<file path="src/rtl/clos_color_pkg.sv">
package clos_color_pkg;

    typedef enum logic [1:0] {
        PH_IDLE = 2'd0,
        PH_SEEK = 2'd1,
        PH_WALK = 2'd2
    } phase_e;

    function automatic int bits_for(input int count);
        return (count > 1) ? $clog2(count) : 1;
    endfunction

endpackage

</file>
<file path="src/rtl/clos_vertex_map.sv">
module clos_vertex_map #(
    parameter int N_SW = 4,
    parameter int M_SW = 4
) (
    input  logic [N_SW*M_SW*clos_color_pkg::bits_for(N_SW*M_SW)-1:0] perm_i,
    output logic [N_SW*M_SW-1:0][clos_color_pkg::bits_for(M_SW)-1:0] left_v_o,
    output logic [N_SW*M_SW-1:0][clos_color_pkg::bits_for(M_SW)-1:0] right_v_o
);
    localparam int NE = N_SW * M_SW;
    localparam int PW = clos_color_pkg::bits_for(NE);
    localparam int CW = clos_color_pkg::bits_for(N_SW);
    localparam int VW = clos_color_pkg::bits_for(M_SW);

    for (genvar e = 0; e < NE; e++) begin : g_edge
        logic [PW-1:0] dest_port;
        logic [PW-1:0] dest_sw;
        assign dest_port       = perm_i[e*PW +: PW];
        assign dest_sw         = dest_port >> CW;
        assign right_v_o[e]    = VW'(dest_sw);
        assign left_v_o[e]     = VW'(e / N_SW);
    end
endmodule

</file>
<file path="src/rtl/clos_candidate_match.sv">
module clos_candidate_match #(
    parameter int NE = 16,
    parameter int CW = 2,
    parameter int VW = 2
) (
    input  logic [NE-1:0]         used_i,
    input  logic [NE-1:0][CW-1:0] label_i,
    input  logic [NE-1:0][VW-1:0] left_v_i,
    input  logic [NE-1:0][VW-1:0] right_v_i,
    input  logic [VW-1:0]         cur_v_i,
    input  logic                  cur_right_i,
    input  logic [CW-1:0]         prefix_i,
    input  logic [CW-1:0]         mask_i,
    output logic [NE-1:0]         walk_req_o,
    output logic [NE-1:0]         seek_req_o
);
    for (genvar e = 0; e < NE; e++) begin : g_cand
        logic at_vertex;
        logic same_sub;
        assign at_vertex     = cur_right_i ? (right_v_i[e] == cur_v_i)
                                           : (left_v_i[e] == cur_v_i);
        assign same_sub      = ((label_i[e] ^ prefix_i) & mask_i) == '0;
        assign walk_req_o[e] = !used_i[e] && at_vertex && same_sub;
        assign seek_req_o[e] = !used_i[e];
    end
endmodule

</file>
<file path="src/rtl/clos_lowest_pick.sv">
module clos_lowest_pick #(
    parameter int W = 16
) (
    input  logic [W-1:0]                              req_i,
    output logic                                      found_o,
    output logic [clos_color_pkg::bits_for(W)-1:0]    idx_o
);
    localparam int IW = clos_color_pkg::bits_for(W);

    always_comb begin
        found_o = 1'b0;
        idx_o   = '0;
        for (int i = W - 1; i >= 0; i--) begin
            if (req_i[i]) begin
                found_o = 1'b1;
                idx_o   = IW'(i);
            end
        end
    end
endmodule

</file>
<file path="src/rtl/clos_edge_colorer.sv">
module clos_edge_colorer
    import clos_color_pkg::*;
#(
    parameter int N_SW = 4,
    parameter int M_SW = 4
) (
    input  logic                                               clk,
    input  logic                                               rst_n,
    input  logic                                               start_i,
    input  logic [N_SW*M_SW*clos_color_pkg::bits_for(N_SW*M_SW)-1:0] perm_i,
    output logic [N_SW*M_SW*clos_color_pkg::bits_for(N_SW)-1:0]      color_o,
    output logic                                               done_o
);
    localparam int NE   = N_SW * M_SW;
    localparam int CW   = bits_for(N_SW);
    localparam int VW   = bits_for(M_SW);
    localparam int IW   = bits_for(NE);
    localparam logic [CW-1:0] LAST_ROUND = CW'($clog2(N_SW) - 1);

    typedef struct packed {
        phase_e                phase;
        logic [CW-1:0]         round;
        logic [NE-1:0]         used;
        logic [NE-1:0][CW-1:0] label;
        logic [NE-1:0][VW-1:0] rv;
        logic [VW-1:0]         cur;
        logic                  side;
        logic                  parity;
        logic [CW-1:0]         prefix;
        logic                  done;
    } state_t;

    state_t s_q, s_d;

    logic [NE-1:0][VW-1:0] map_lv, map_rv;
    logic [NE-1:0]         walk_req, seek_req;
    logic                  walk_found, seek_found;
    logic [IW-1:0]         walk_idx, seek_idx;
    logic [CW-1:0]         sub_mask;

    assign sub_mask = (CW'(1) << s_q.round) - CW'(1);

    clos_vertex_map #(.N_SW(N_SW), .M_SW(M_SW)) u_map (
        .perm_i    (perm_i),
        .left_v_o  (map_lv),
        .right_v_o (map_rv)
    );

    clos_candidate_match #(.NE(NE), .CW(CW), .VW(VW)) u_match (
        .used_i      (s_q.used),
        .label_i     (s_q.label),
        .left_v_i    (map_lv),
        .right_v_i   (s_q.rv),
        .cur_v_i     (s_q.cur),
        .cur_right_i (s_q.side),
        .prefix_i    (s_q.prefix),
        .mask_i      (sub_mask),
        .walk_req_o  (walk_req),
        .seek_req_o  (seek_req)
    );

    clos_lowest_pick #(.W(NE)) u_pick_walk (
        .req_i   (walk_req),
        .found_o (walk_found),
        .idx_o   (walk_idx)
    );

    clos_lowest_pick #(.W(NE)) u_pick_seek (
        .req_i   (seek_req),
        .found_o (seek_found),
        .idx_o   (seek_idx)
    );

    always_comb begin
        s_d = s_q;
        unique case (s_q.phase)
            PH_IDLE: begin
                if (start_i) begin
                    s_d.phase  = PH_SEEK;
                    s_d.round  = '0;
                    s_d.used   = '0;
                    s_d.label  = '0;
                    s_d.rv     = map_rv;
                    s_d.side   = 1'b0;
                    s_d.parity = 1'b0;
                    s_d.done   = 1'b0;
                end
            end
            PH_SEEK: begin
                if (seek_found) begin
                    s_d.used[seek_idx]           = 1'b1;
                    s_d.label[seek_idx][s_q.round] = 1'b0;
                    s_d.prefix                   = s_q.label[seek_idx];
                    s_d.cur                      = s_q.rv[seek_idx];
                    s_d.side                     = 1'b1;
                    s_d.parity                   = 1'b1;
                    s_d.phase                    = PH_WALK;
                end else if (s_q.round == LAST_ROUND) begin
                    s_d.phase = PH_IDLE;
                    s_d.done  = 1'b1;
                end else begin
                    s_d.round = s_q.round + CW'(1);
                    s_d.used  = '0;
                end
            end
            PH_WALK: begin
                if (walk_found) begin
                    s_d.used[walk_idx]             = 1'b1;
                    s_d.label[walk_idx][s_q.round] = s_q.parity;
                    s_d.cur    = s_q.side ? map_lv[walk_idx] : s_q.rv[walk_idx];
                    s_d.side   = ~s_q.side;
                    s_d.parity = ~s_q.parity;
                end else begin
                    s_d.phase = PH_SEEK;
                end
            end
            default: s_d.phase = PH_IDLE;
        endcase
    end

    always_ff @(posedge clk or negedge rst_n) begin
        if (!rst_n) s_q <= '0;
        else        s_q <= s_d;
    end

    assign color_o = s_q.label;
    assign done_o  = s_q.done;


    start_clears_done_chk: assert property (@(posedge clk) disable iff (!rst_n)
        (start_i && s_q.phase == PH_IDLE) |=> (!done_o && s_q.phase == PH_SEEK));


    result_hold_chk: assert property (@(posedge clk) disable iff (!rst_n)
        (done_o && !start_i) |=> (done_o && $stable(color_o)));


    trail_closes_even_chk: assert property (@(posedge clk) disable iff (!rst_n)
        (s_q.phase == PH_WALK && !walk_found) |-> (!s_q.parity && !s_q.side));


    busy_ignores_input_chk: assert property (@(posedge clk) disable iff (!rst_n)
        (s_q.phase != PH_IDLE) |=> $stable(s_q.rv));


    round_bound_chk: assert property (@(posedge clk) disable iff (!rst_n)
        (s_q.phase != PH_IDLE) |-> (s_q.round <= LAST_ROUND));


    walk_edge_fresh_chk: assert property (@(posedge clk) disable iff (!rst_n)
        (s_q.phase == PH_WALK && walk_found) |=> $countones(s_q.used) == $countones($past(s_q.used)) + 1);
endmodule

</file>
<file path="config.mk">
export PLATFORM = sky130hd
export DESIGN_NAME = clos_edge_colorer
export DESIGN_NICKNAME = d
export VERILOG_FILES = /design/src/rtl/clos_color_pkg.sv /design/src/rtl/clos_vertex_map.sv /design/src/rtl/clos_candidate_match.sv /design/src/rtl/clos_lowest_pick.sv /design/src/rtl/clos_edge_colorer.sv
export SDC_FILE = /design/constraint.sdc
export NUM_CORES = 1
export LEC_CHECK = 0
export BUFFER_PORTS_ARGS = -buffer_cell sky130_fd_sc_hd__buf_2
export CORE_UTILIZATION = 25
export CTS_CLUSTER_SIZE = 30
export DETAILED_ROUTE_END_ITERATION = 16
export GPL_TIMING_DRIVEN = 0
export HOLD_SLACK_MARGIN = 0.08
export PLACE_DENSITY_LB_ADDON = 0.12
export REMOVE_ABC_BUFFERS = 1
export SLEW_MARGIN = 20
export SYNTH_ARGS = -nofsm -noshare
export SYNTH_HDL_FRONTEND = slang
export SYNTH_SLANG_ARGS = --single-unit
</file>
<file path="constraint.sdc">
create_clock -name clk -period 11.5 [get_ports clk]
set_input_delay 0.575 -clock clk [delete_from_list [all_inputs] [get_ports clk]]
set_output_delay 0.575 -clock clk [all_outputs]
set_load 0.02 [all_outputs]
</file>
# Yosys cells after proc, flatten, opt, wreduce, memory -nomap -nowiden
# Memory sizes are Yosys's and may differ from the RTL's.
# Index checks and enable logic that the tools add are counted.
[totals]
reg_bits = 91
inputBits = 67
mem_count = 1
elab_cells = 319
mem_bits_ro = 32
[op_classes]
add_sub_neg = 2
bitwise_logic = 38
reduce_logical = 80
muxes = 120
magnitude_cmp = 6
shifts = 1
n_eq_ne = 31
[mem_list]
columns = ["memory", "depth", "word_bits", "read_ports", "rd_ports_with_merged_regs", "write_ports", "line_no", "text"]
rows = [
  ["(name not given)", 16, 2, 1, 0, 0, "clos_edge_colorer.sv:110", "s_d.cur = s_q.side ? map_lv[walk_idx] : s_q.rv[walk_idx];"],
]
[op_table]
columns = ["cell", "n"]
rows = [
  ["case mux 48 bit (3 select lines)", 1],
  ["two-way mux 4 bit", 33],
  ["two-way mux 84 bit", 1],
  ["two-way mux 1 bit", 54],
  ["two-way mux 48 bit", 1],
  ["logical NOT 2 bit", 18],
  ["logical AND 1 bit", 35],
  ["AND 2 bit", 16],
  ["AND 32 bit", 1],
  ["bitwise mux 32 bit", 1],
  ["== test 2 bit", 16],
  ["two-way mux 32 bit", 1],
  ["NOT 32 bit", 1],
  ["OR 16 bit", 2],
  ["XOR 2 bit", 16],
  ["binary-select mux 2 bit (select 4 bit)", 3],
  ["two-way mux 2 bit", 12],
  ["two-way mux 18 bit", 1],
  ["demux 2 bit (select 4 bit)", 2],
  ["logical NOT 1 bit", 16],
  ["two-way mux 16 bit", 1],
  ["AND reduction 4 bit", 4],
  ["inequality test 2 bit (second input constant)", 6],
  ["case mux 2 bit (3 select lines)", 2],
  ["other kinds (23)", 34],
]

# Longest topological paths before layout
# Gate-level depths: netlist (run 1).
[depth]
ltp_word = 28
depth_mapped = 17
mapped_depth_nobuf = 12

# Cells and area by module
# Synthesis (run 1) repeated with hierarchy kept, for this count alone.
[unflattened]
hier_cells = 971
hier_area_um2 = 8700.8
[by_module_without_submodules]
columns = ["module", "instances", "area_per_inst_um2", "cells_each", "seq_area_each_um2"]
rows = [
  ["clos_edge_colorer", 1, 6495.0, 679, 2277.2],
  ["clos_candidate_match", 1, 1360.1, 160, 0.0],
  ["clos_vertex_map", 1, 488.0, 66, 0.0],
  ["clos_lowest_pick", 2, 178.9, 33, 0.0],
]

# Worst setup path after synthesis (run 1)
# Ideal clock, no wire load.
[synth_timing]
path_kind = "register to register"
start = "reg s_q[87] in the netlist's numbering"
end = "reg s_q[6] in the netlist's numbering"
setup_ps = 126
slack_ps = 7786
stages_incl_launch_ff = 17
arrival_time_ps = 3588
path_buffers = 4
path_cell_list = "dfrtp_1 inv_1 ha_1 buf_4 xor2_2 o22ai_1 or4b_1 buf_2 and4_4 buf_6 and3_1 buf_6 a222oi_1 a21o_1 nand4_1 or4b_1 a221o_1"
[synth_between]
elab_chain_len = 26
elab_cells_between_ends = 91
cone_classes = "1 x add/sub; 1 x eq/ne; 1 x shift; 38 x mux; 16 x bitwise; 33 x reduce/logical; 1 x memory"
[synth_rtl]
columns = ["element", "line_no", "text"]
rows = [
  ["from (decl)", "clos_edge_colorer.sv:33", "state_t s_q, s_d;"],
  ["from (signal assigned)", "clos_edge_colorer.sv:122", "if (!rst_n) s_q <= '0;"],
  ["from (signal assigned)", "clos_edge_colorer.sv:123", "else s_q <= s_d;"],
  ["left shift 1 x 2 -> 2 bit *", "clos_edge_colorer.sv:41", "assign sub_mask = (CW'(1) << s_q.round) - CW'(1);"],
  ["subtractor 2 bit *", "clos_edge_colorer.sv:41", ""],
  ["AND 2 bit", "clos_candidate_match.sv:22", "assign same_sub = ((label_i[e] ^ prefix_i) & mask_i) == '0;"],
  ["logical NOT 2 bit", "clos_candidate_match.sv:22", ""],
  ["logical AND 1 bit", "clos_candidate_match.sv:23", "assign walk_req_o[e] = !used_i[e] && at_vertex && same_sub;"],
  ["two-way mux 4 bit (16 in a row)", "clos_lowest_pick.sv:14", "if (req_i[i]) begin"],
  ["memory (16 x 2 bit) or binary-select mux 2 bit (select 4 bit) (tied branches)", "n/a", ""],
  ["two-way mux 2 bit (implied by the code)", "clos_edge_colorer.sv:110", ""],
  ["two-way mux 2 bit", "clos_edge_colorer.sv:110", ""],
  ["two-way mux 4 bit", "clos_edge_colorer.sv:107", "if (walk_found) begin"],
  ["case mux 2 bit (2 select lines)", "clos_edge_colorer.sv:76", "unique case (s_q.phase)"],
]
# Mark *: on every way between the ends. The rest lies on a longest branch, timed or not. The select of a mux whose other input is x is not followed.
# A chain may end at the register's enable or synchronous reset.

# Worst setup path in the final report (run 1)
[layout_timing]
start = "reg s_q[87] in the netlist's numbering"
end = "reg s_q, in the netlist color_o[3]"
[layout_between]
elab_chain_len = 28
elab_cells_between_ends = 102
cone_classes = "1 x add/sub; 4 x order compare; 1 x eq/ne; 1 x shift; 42 x mux; 18 x bitwise; 35 x reduce/logical"
[layout_rtl]
columns = ["element", "line_no", "text"]
rows = [
  ["left shift 1 x 2 -> 2 bit", "clos_edge_colorer.sv:41", ""],
  ["subtractor 2 bit", "clos_edge_colorer.sv:41", ""],
  ["AND 2 bit", "clos_candidate_match.sv:22", ""],
  ["logical NOT 2 bit", "clos_candidate_match.sv:22", ""],
  ["logical AND 1 bit", "clos_candidate_match.sv:23", ""],
  ["two-way mux 4 bit (16 in a row)", "clos_lowest_pick.sv:14", ""],
  ["less-than comparator 4 x 5 -> 1 bit (implied by the code) or >= comparator 4 x 1 -> 1 bit (tied branches)", "clos_edge_colorer.sv:109", "s_d.label[walk_idx][s_q.round] = s_q.parity;"],
  ["logical AND 1 bit (implied by the code)", "clos_edge_colorer.sv:109", ""],
  ["two-way mux 2 bit (implied by the code)", "clos_edge_colorer.sv:109", ""],
  ["demux 2 bit (select 4 bit)", "clos_edge_colorer.sv:109", ""],
  ["bitwise mux 32 bit", "clos_edge_colorer.sv:109", ""],
  ["two-way mux 48 bit", "clos_edge_colorer.sv:107", ""],
  ["case mux 48 bit (3 select lines)", "clos_edge_colorer.sv:76", ""],
]
# Parallel ways exist; a longest one is shown, timed or not. The select of a mux whose other input is x is not followed.

==> out/metrics.sh, run 1 <==
AREA_ADDED_BETWEEN_SYNTHESIS_AND_FINISH_PCT=10.2
PATH_COMMON_CELL='o31ai_1'
WHS_PS=126
DRIVE_GT1_SHARE_PCT=17.0
TIMING_WORST_SLEW_PIN_VALUE_PS=1180
AVERAGE_VIAS_PER_PLACED_INSTANCE=5.47
SYNTH-SEQ-AREA-SHARE_PCT=31.8
FIN_WS_PS=5830
IOS=100
TIMING.FINAL.SETUP_VIOLATIONS=0
SYNTH-EDFF-COUNT=0
DETAIL_ROUTE.DRC_VIOLATIONS=0
TRITONCTS='done'
HOLD_VIOLATIONS=0
FINAL.SETUP_SKEW_PS=10.8
NET-SWITCHING-POWER_uW=579
FIN_AREA_SQ_UM=7900
CORE_REGION_AREA_SQ_UM=28000
WORST_SKEW_PAIR.LATE_LATENCY_PS=360
CP.REQUIRED_PS=11690
INSTANCES_NO_FILL=1223
REGISTER_BIT_TOTAL_FROM_SYNTHESIS=91
POWER.LEAKAGE_nW=3.34
MIN_PERIOD_OVER_PERIOD_PCT=49.3
NETS=915
PROPORTION_OF_TOTAL_POWER_DUE_TO_NET_SWITCHING_PCT=44.3
DETAILED_PLACE_HPWL_MICRONS=20900
ROUTED_WIRELENGTH_MICRONS=28200
GLOBAL_ROUTE_WIRE_LENGTH_BEFORE_REPAIR_MICRONS=42200
ANTENNA_FOUND_INITIAL=0
FINAL_MAX_SLEW_VIOL_COUNT=0
STATUS='finished clean'
DP_CELLS=1209
SYNTH_TOP_FLOP_CELL='dfrtp_1'
MET3_USAGE_PCT=2.85
SETUP_TNS_PS=0
POSTCTSSETUPREPAIRBUFS=0
NUM_ANTENNA_CELLS=0
P_INT_uW=727
FIRST_GLOBAL_VIAS=6402
FINAL.FILL_COUNT=3082
CTS_MAX_LEVEL=3
LARGEST_NET_DEGREE_AT_THE_START_OF_GLOBAL_ROUTING=50
ROUTEDWLPERCELL_MICRONS=23.1
CLKTRANSATPATHREGS_PS=70
CRITICAL-PATH-SLOWEST-CELL='or2_1'
WORST_SLEW_MARGIN_REL_PCT=21.2
CLOCKPOWERSHARE_PCT=23.2
PATH_CLASS='reg2reg'
SHARE_SEQ_OF_TOTAL_POWER_PCT=32.0
MET1_TRACK_DEMAND_OVER_RESOURCE_PCT=28.1
WORST_HOLD_PATH_TYPE='in2async'
ASYNC_FLOP_SHARE_PCT=100
FMAX_MHz=176
FP.DIEAREA_SQ_UM=29400
DIE_HEIGHT_MICRONS=171
CRITICAL_PATH.CELL_CHAIN='ha_2 > xnor2_1 > a211oi_1 > and3_1 > or4_1 > nor4_1 > a211o_2 > or2_1 > a21oi_1 > o31ai_1 > o31ai_1'
GLOBALROUTEOVERFLOWTOTAL=0
PATH_MAX_FANOUT=37
DPL_WORST_SLACK_PS=6000
CORE.ROWCOUNT=61
POST_CTS_GATE_RESIZE_COUNT=0
PORT_BUFFERS=67
SYN-CELL-AREA_SQ_UM=7170
NUMBER_OF_DISTINCT_LIBRARY_CELL_VARIANTS_IN_THE_GATE_LEVEL_NETLIST_AFTER_SYNTHESIS=61
MAX-CLOCK-PATH-BUFFERS=2
PLACEDINSTANCEAREA_SQ_UM=7610
CTS-BUFFERS-INSERTED=9
DRT_ITER0_MARKERS=548
WORST_EP_ARRIVAL_TIME_PS=5860
CLOCK_PERIOD_MINUS_WORST_SLACK_PS=5670
USE_MET2_PCT=29.9
DIEWIDTH_MICRONS=171
SYNTH.AVG_CELL_AREA_SQ_UM=8.40
GRT-BUSIEST-LAYER='met2'
MOST_FREQUENT_CELLS_IN_THE_LAYOUT='91 x dfrtp_1, 73 x o21ai_0, 66 x buf_2'
MAX_CAP_VIOL_COUNT=0
DRT_PRE_ANTENNA_ITERS=5
CRIT_PATH_START_KIND='flip-flop'
FINALWEIGHTEDCONGESTION=0.895
SLOWEST_DELAY_PS=980
CELLPOWERDENSITY_nW_PER_UM2=165
REPORT.POWER.TOTAL_mW=1.31
CLOCK-SINKS=91
POST_CTS_HOLD_BUFFERS=0
WORST_SETUP_PATH_END_KIND='flip-flop'
POWER.COMBINATIONAL.FRACTION_PCT=44.7
DETAIL_ROUTE_ANTENNA_NETS=0
LAYOUT.CELLS.MOST_COMMON='dfrtp_1'
FLOORPLAN.INITIALDENSITY_PCT=25.6
SYNTH-WARNING-COUNT=0
RSZ0062_AT_GRT='no'
POSTSYNTHCELLCOUNT=853
COMBINED_GLOBAL_ROUTE_UTILIZATION_OF_ALL_METAL_LAYERS_PCT=19.6
DETAILROUTE.VIA_COUNT=6689
VDD.IR_DROP.WORST_mV=0.0744
POST-ROUTE-UTIL_PCT=28.2
CTS_ROOT_BUF='clkbuf_16'
logic make-up after synthesis:
logic type               after synthesis  share of synthesized area [%]
AND/OR/NAND/NOR                      220                           15.4
XOR/XNOR                              66                           8.17
adder cells (fa/ha/maj)                6                           1.05
AO/OA/AOI/OAI                        290                           26.0
flip-flops                            91                           31.8
buffers and inverters                120                           8.62
multiplexers                          60                           9.02
worst paths after layout:
check / to / start / depth (start not counted) / slack [ps]
max: color_o[3]$_DFFE_PN0P_ / s_q[87]$_DFFE_PN0P_ / 11 / 5830
min: color_o[27]$_DFFE_PN0P_ / rst_n / 1 / 130
max reg2reg: color_o[3]$_DFFE_PN0P_ / s_q[87]$_DFFE_PN0P_ / 11 / 5830
min reg2reg: s_q[87]$_DFFE_PN0P_ / s_q[87]$_DFFE_PN0P_ / 1 / 530
max in group asynchronous: s_q[4]$_DFFE_PN0P_ / rst_n / 2 / 10770
min in group clk: s_q[29]$_DFFE_PN0P_ / perm_i[46] / 2 / 450
Yosys cell counts, types with 9 or more instances:
cell      number  share of area (%)
o22ai_1       14                1.2
nand2_1       64                3.4
a222oi_1      10                1.4
mux2_2        37                5.8
a31oi_1       24                2.1
a21oi_1       62                4.3
xnor2_1       27                3.3
o21ai_0       73                5.1
nor2_1        48                2.5
buf_2         11               0.77
and2_1        10               0.87
inv_1         24                1.3
nand3_1       25                1.7
clkbuf_1      43                2.3
o31ai_1       36                3.8
nor4_1         9               0.79
mux2i_1       23                3.2
and3_1         9               0.79
xor2_1        38                4.6
nand4_1        9               0.79
a211oi_1      11                1.2
buf_4         37                3.9
dfrtp_1       91                 32
nand2b_1      10               0.87
nor3_1         9               0.63
registers in the layout, summed over array words and instances (netlist names):
register	count
color_o	32
done_o	1
s_q	58
worst max-delay path: cells and delay by family, from the launching register on:
kind | cells | cell delay, ps
DFF | 1 | 400
xor gates and xnor gates | 1 | 740
adders and majority gates | 1 | 440
and+or+nand+nor | 4 | 2500
AOI/OAI and AO/OA | 5 | 1400
cell type report:
class	count	area [sq um]	area share, %
clock buffers	12	246	3.12
clock inverters	2	37.5	0.475
inverters	25	93.8	1.19
multi-input cells	642	4330	54.7
flip-flops and latches	91	2280	28.8
well taps	378	473	5.98
repair buffers	73	450	5.70
per-layer routing:
layer	part of all wire [%]	wire (microns)	up-vias
li1	-	-	3112
met1	48	13600	3313
met2	45	12600	232
met3	4.9	1390	32
met4	1.9	549	0
met5	0	0	-
power by group through the flow:
stage | Clock [mW] | Combinational [mW] | Sequential [mW]
global route | 0.325 | 0.632 | 0.423
detailed placement | 0 | 0.572 | 0.423
finish | 0.303 | 0.584 | 0.418
floorplan | 0 | 0.371 | 0.403
CTS | 0.315 | 0.574 | 0.417
global placement | 0 | 0.562 | 0.423
Note: power is estimated with default switching activity, not from simulation.
==> run 2, diff against run 1 <==
clock period = 4.9 ns   (was 11.5 ns; I/O delays follow)
==> out/metrics.sh, run 2 (same netlist as run 1, synthesis figures left out) <==
FF2FF_PATH_DEPTH=12
LARGEST_NET_DEGREE_AT_THE_START_OF_GLOBAL_ROUTING=50
CRITICAL_PATH_DEPTH=12
LAYOUT.CELLS.MOST_COMMON='dfrtp_1'
FLOORPLAN.INITIALDENSITY_PCT=25.6
P_INT_mW=1.74
PATH_CLASS='reg2reg'
DETAILROUTE.VIA_COUNT=6746
WORST_HOLD_PATH.NUM_CELLS=2
DETAILED_PLACE_HPWL_MICRONS=20900
CLOCK-SINKS=91
FIN_WS_PS=254
AREA_ADDED_BETWEEN_SYNTHESIS_AND_FINISH_PCT=12.1
CORE_REGION_AREA_SQ_UM=28000
WORST_SKEW_PAIR.LATE_LATENCY_PS=360
CLOCKPOWERSHARE_PCT=22.7
CELLPOWERDENSITY_nW_PER_UM2=389
FIN_AREA_SQ_UM=8040
CP.REQUIRED_PS=5130
NET-SWITCHING-POWER_mW=1.38
CPLARGESTDELAYFAMILY='simple AND/OR/NAND/NOR gates'
MAX-CLOCK-PATH-BUFFERS=2
GLOBAL_ROUTE_WIRE_LENGTH_BEFORE_REPAIR_MICRONS=42400
IOS=100
CTS-BUFFERS-INSERTED=9
WORST_EP_ARRIVAL_TIME_PS=4870
WHS_PS=120
DIEWIDTH_MICRONS=171
COMBINED_GLOBAL_ROUTE_UTILIZATION_OF_ALL_METAL_LAYERS_PCT=19.7
GLOBALROUTEOVERFLOWTOTAL=0
PORT_BUFFERS=67
PROPORTION_OF_TOTAL_POWER_DUE_TO_NET_SWITCHING_PCT=44.2
PATH_MAX_FANOUT=37
TRITONCTS='done'
MOST_FREQUENT_CELLS_IN_THE_LAYOUT='90 x dfrtp_1, 71 x o21ai_0, 66 x buf_2'
TIMING_WORST_SLEW_PIN_VALUE_PS=1160
FIRST_GLOBAL_VIAS=6420
DETAIL_ROUTE.DRC_VIOLATIONS=0
HOLD_VIOLATIONS=0
STATUS='finished clean'
LARGEST_REGISTER='s_q'
WORST_SETUP_PATH_END_KIND='flip-flop'
RSZ0062_AT_GRT='no'
WORST_SLEW_MARGIN_REL_PCT=22.5
CTS_ROOT_BUF='clkbuf_16'
SHARE_SEQ_OF_TOTAL_POWER_PCT=31.4
INSTANCES_NO_FILL=1228
WORSTPATHBUFFERINVERTERCOUNT=2
FINAL.SETUP_SKEW_PS=11.4
WORST_HOLD_PATH_TYPE='in2reg'
DP_CELLS=1209
AVERAGE_VIAS_PER_PLACED_INSTANCE=5.49
NETS=920
DETAIL_ROUTE_ANTENNA_NETS=0
CRITICAL_PATH.CELL_CHAIN='inv_1 > ha_2 > buf_12 > xor2_4 > o22ai_1 > or4b_1 > nand4_1 > nor4_2 > a211o_4 > nor2_1 > nand3_2 > o31ai_1'
CORE.ROWCOUNT=61
VDD.IR_DROP.WORST_mV=0.179
FMAX_MHz=215
SETUP_TNS_PS=0
POWER.LEAKAGE_nW=3.39
FINALWEIGHTEDCONGESTION=0.895
DRT_PRE_ANTENNA_ITERS=6
ROUTED_WIRELENGTH_MICRONS=28100
DRIVE_GT1_SHARE_PCT=18.7
MIN_PERIOD_OVER_PERIOD_PCT=94.8
FINAL_MAX_SLEW_VIOL_COUNT=0
DPL_WORST_SLACK_PS=-603
MAX_CAP_VIOL_COUNT=0
DIE_HEIGHT_MICRONS=171
POWER.COMBINATIONAL.FRACTION_PCT=45.9
CTS_MAX_LEVEL=3
SLOWEST_DELAY_PS=620
LARGEST_REG_FLOPS=58
ANTENNA_FOUND_INITIAL=0
CLOCK_PERIOD_MINUS_WORST_SLACK_PS=4650
CLKTRANSATPATHREGS_PS=60
PLACEDINSTANCEAREA_SQ_UM=7610
ROUTEDWLPERCELL_MICRONS=22.9
CRITICAL-PATH-SLOWEST-CELL='or4b_1'
TIMING.FINAL.SETUP_VIOLATIONS=0
CRIT_PATH_START_KIND='flip-flop'
FP.DIEAREA_SQ_UM=29400
NUM_ANTENNA_CELLS=0
DRT_ITER0_MARKERS=619
==> run 2: changes by cell type in the layout (fill, tap and decap cells not counted), moves of 2 or more <==
cell     previous run  this run
buf_4               0         4
nand3_1            25        23
nand3_2             0         2
o21ai_0            73        71
o21ai_1             3         5
==> run 2: area by class of cell <==
| cell class | instances | area (sq um) |
|---|---|---|
| inverter | 25 | 93.8 |
| multi-input combinational | 642 | 4420 |
| clock inverter | 2 | 37.5 |
| tap | 378 | 473 |
| sequential | 91 | 2280 |
| timing repair buffer | 78 | 490 |
| clock buffer | 12 | 246 |
| fill | 3070 | 20000 |
==> run 2: stage by stage <==
step           util (%)  total power, mW
6_report           28.7             3.13
5_1_grt            28.7             3.31
4_1_cts            28.5             3.10
3_5_place_dp       27.2             2.34
3_3_place_gp       26.6             2.31
2_1_floorplan         -             1.82
==> run 2: path summary, 6_finish.rpt <==
path,start,end,slack [ps]
min reg2reg,done_o$_DFFE_PN0P_,done_o$_DFFE_PN0P_,560
min in group asynchronous,rst_n,color_o[27]$_DFFE_PN0P_,370
max,s_q[87]$_DFFE_PN0P_,color_o[3]$_DFFE_PN0P_,250
max in group asynchronous,rst_n,s_q[4]$_DFFE_PN0P_,3920
min,perm_i[46],s_q[29]$_DFFE_PN0P_,120
max reg2reg,s_q[87]$_DFFE_PN0P_,color_o[3]$_DFFE_PN0P_,250
==> run 2: per-layer routing <==
layer	wire, microns	track usage [%]
met5	0	0
met4	578	6.13
met3	1570	2.92
met2	12500	30.1
met1	13400	28.1
==> run 2: power groups by stage <==
stage               clock [mW]  sequential, mW  combinational (mW)
global placement             0           0.992                1.32
floorplan                    0           0.945               0.871
detailed placement           0           0.994                1.34
global route             0.762           0.995                1.55
CTS                      0.738           0.980                1.39
finish                   0.710           0.981                1.44
==> run 2: what timing repair did <==
action,in CTS,in global routing
gates cloned,0,0
hold endpoints to repair,42,0
hold buffers,1,0
resized for setup,7,11
setup buffers,4,0
endpoints found under the setup margin,45,35
pin swaps,1,1
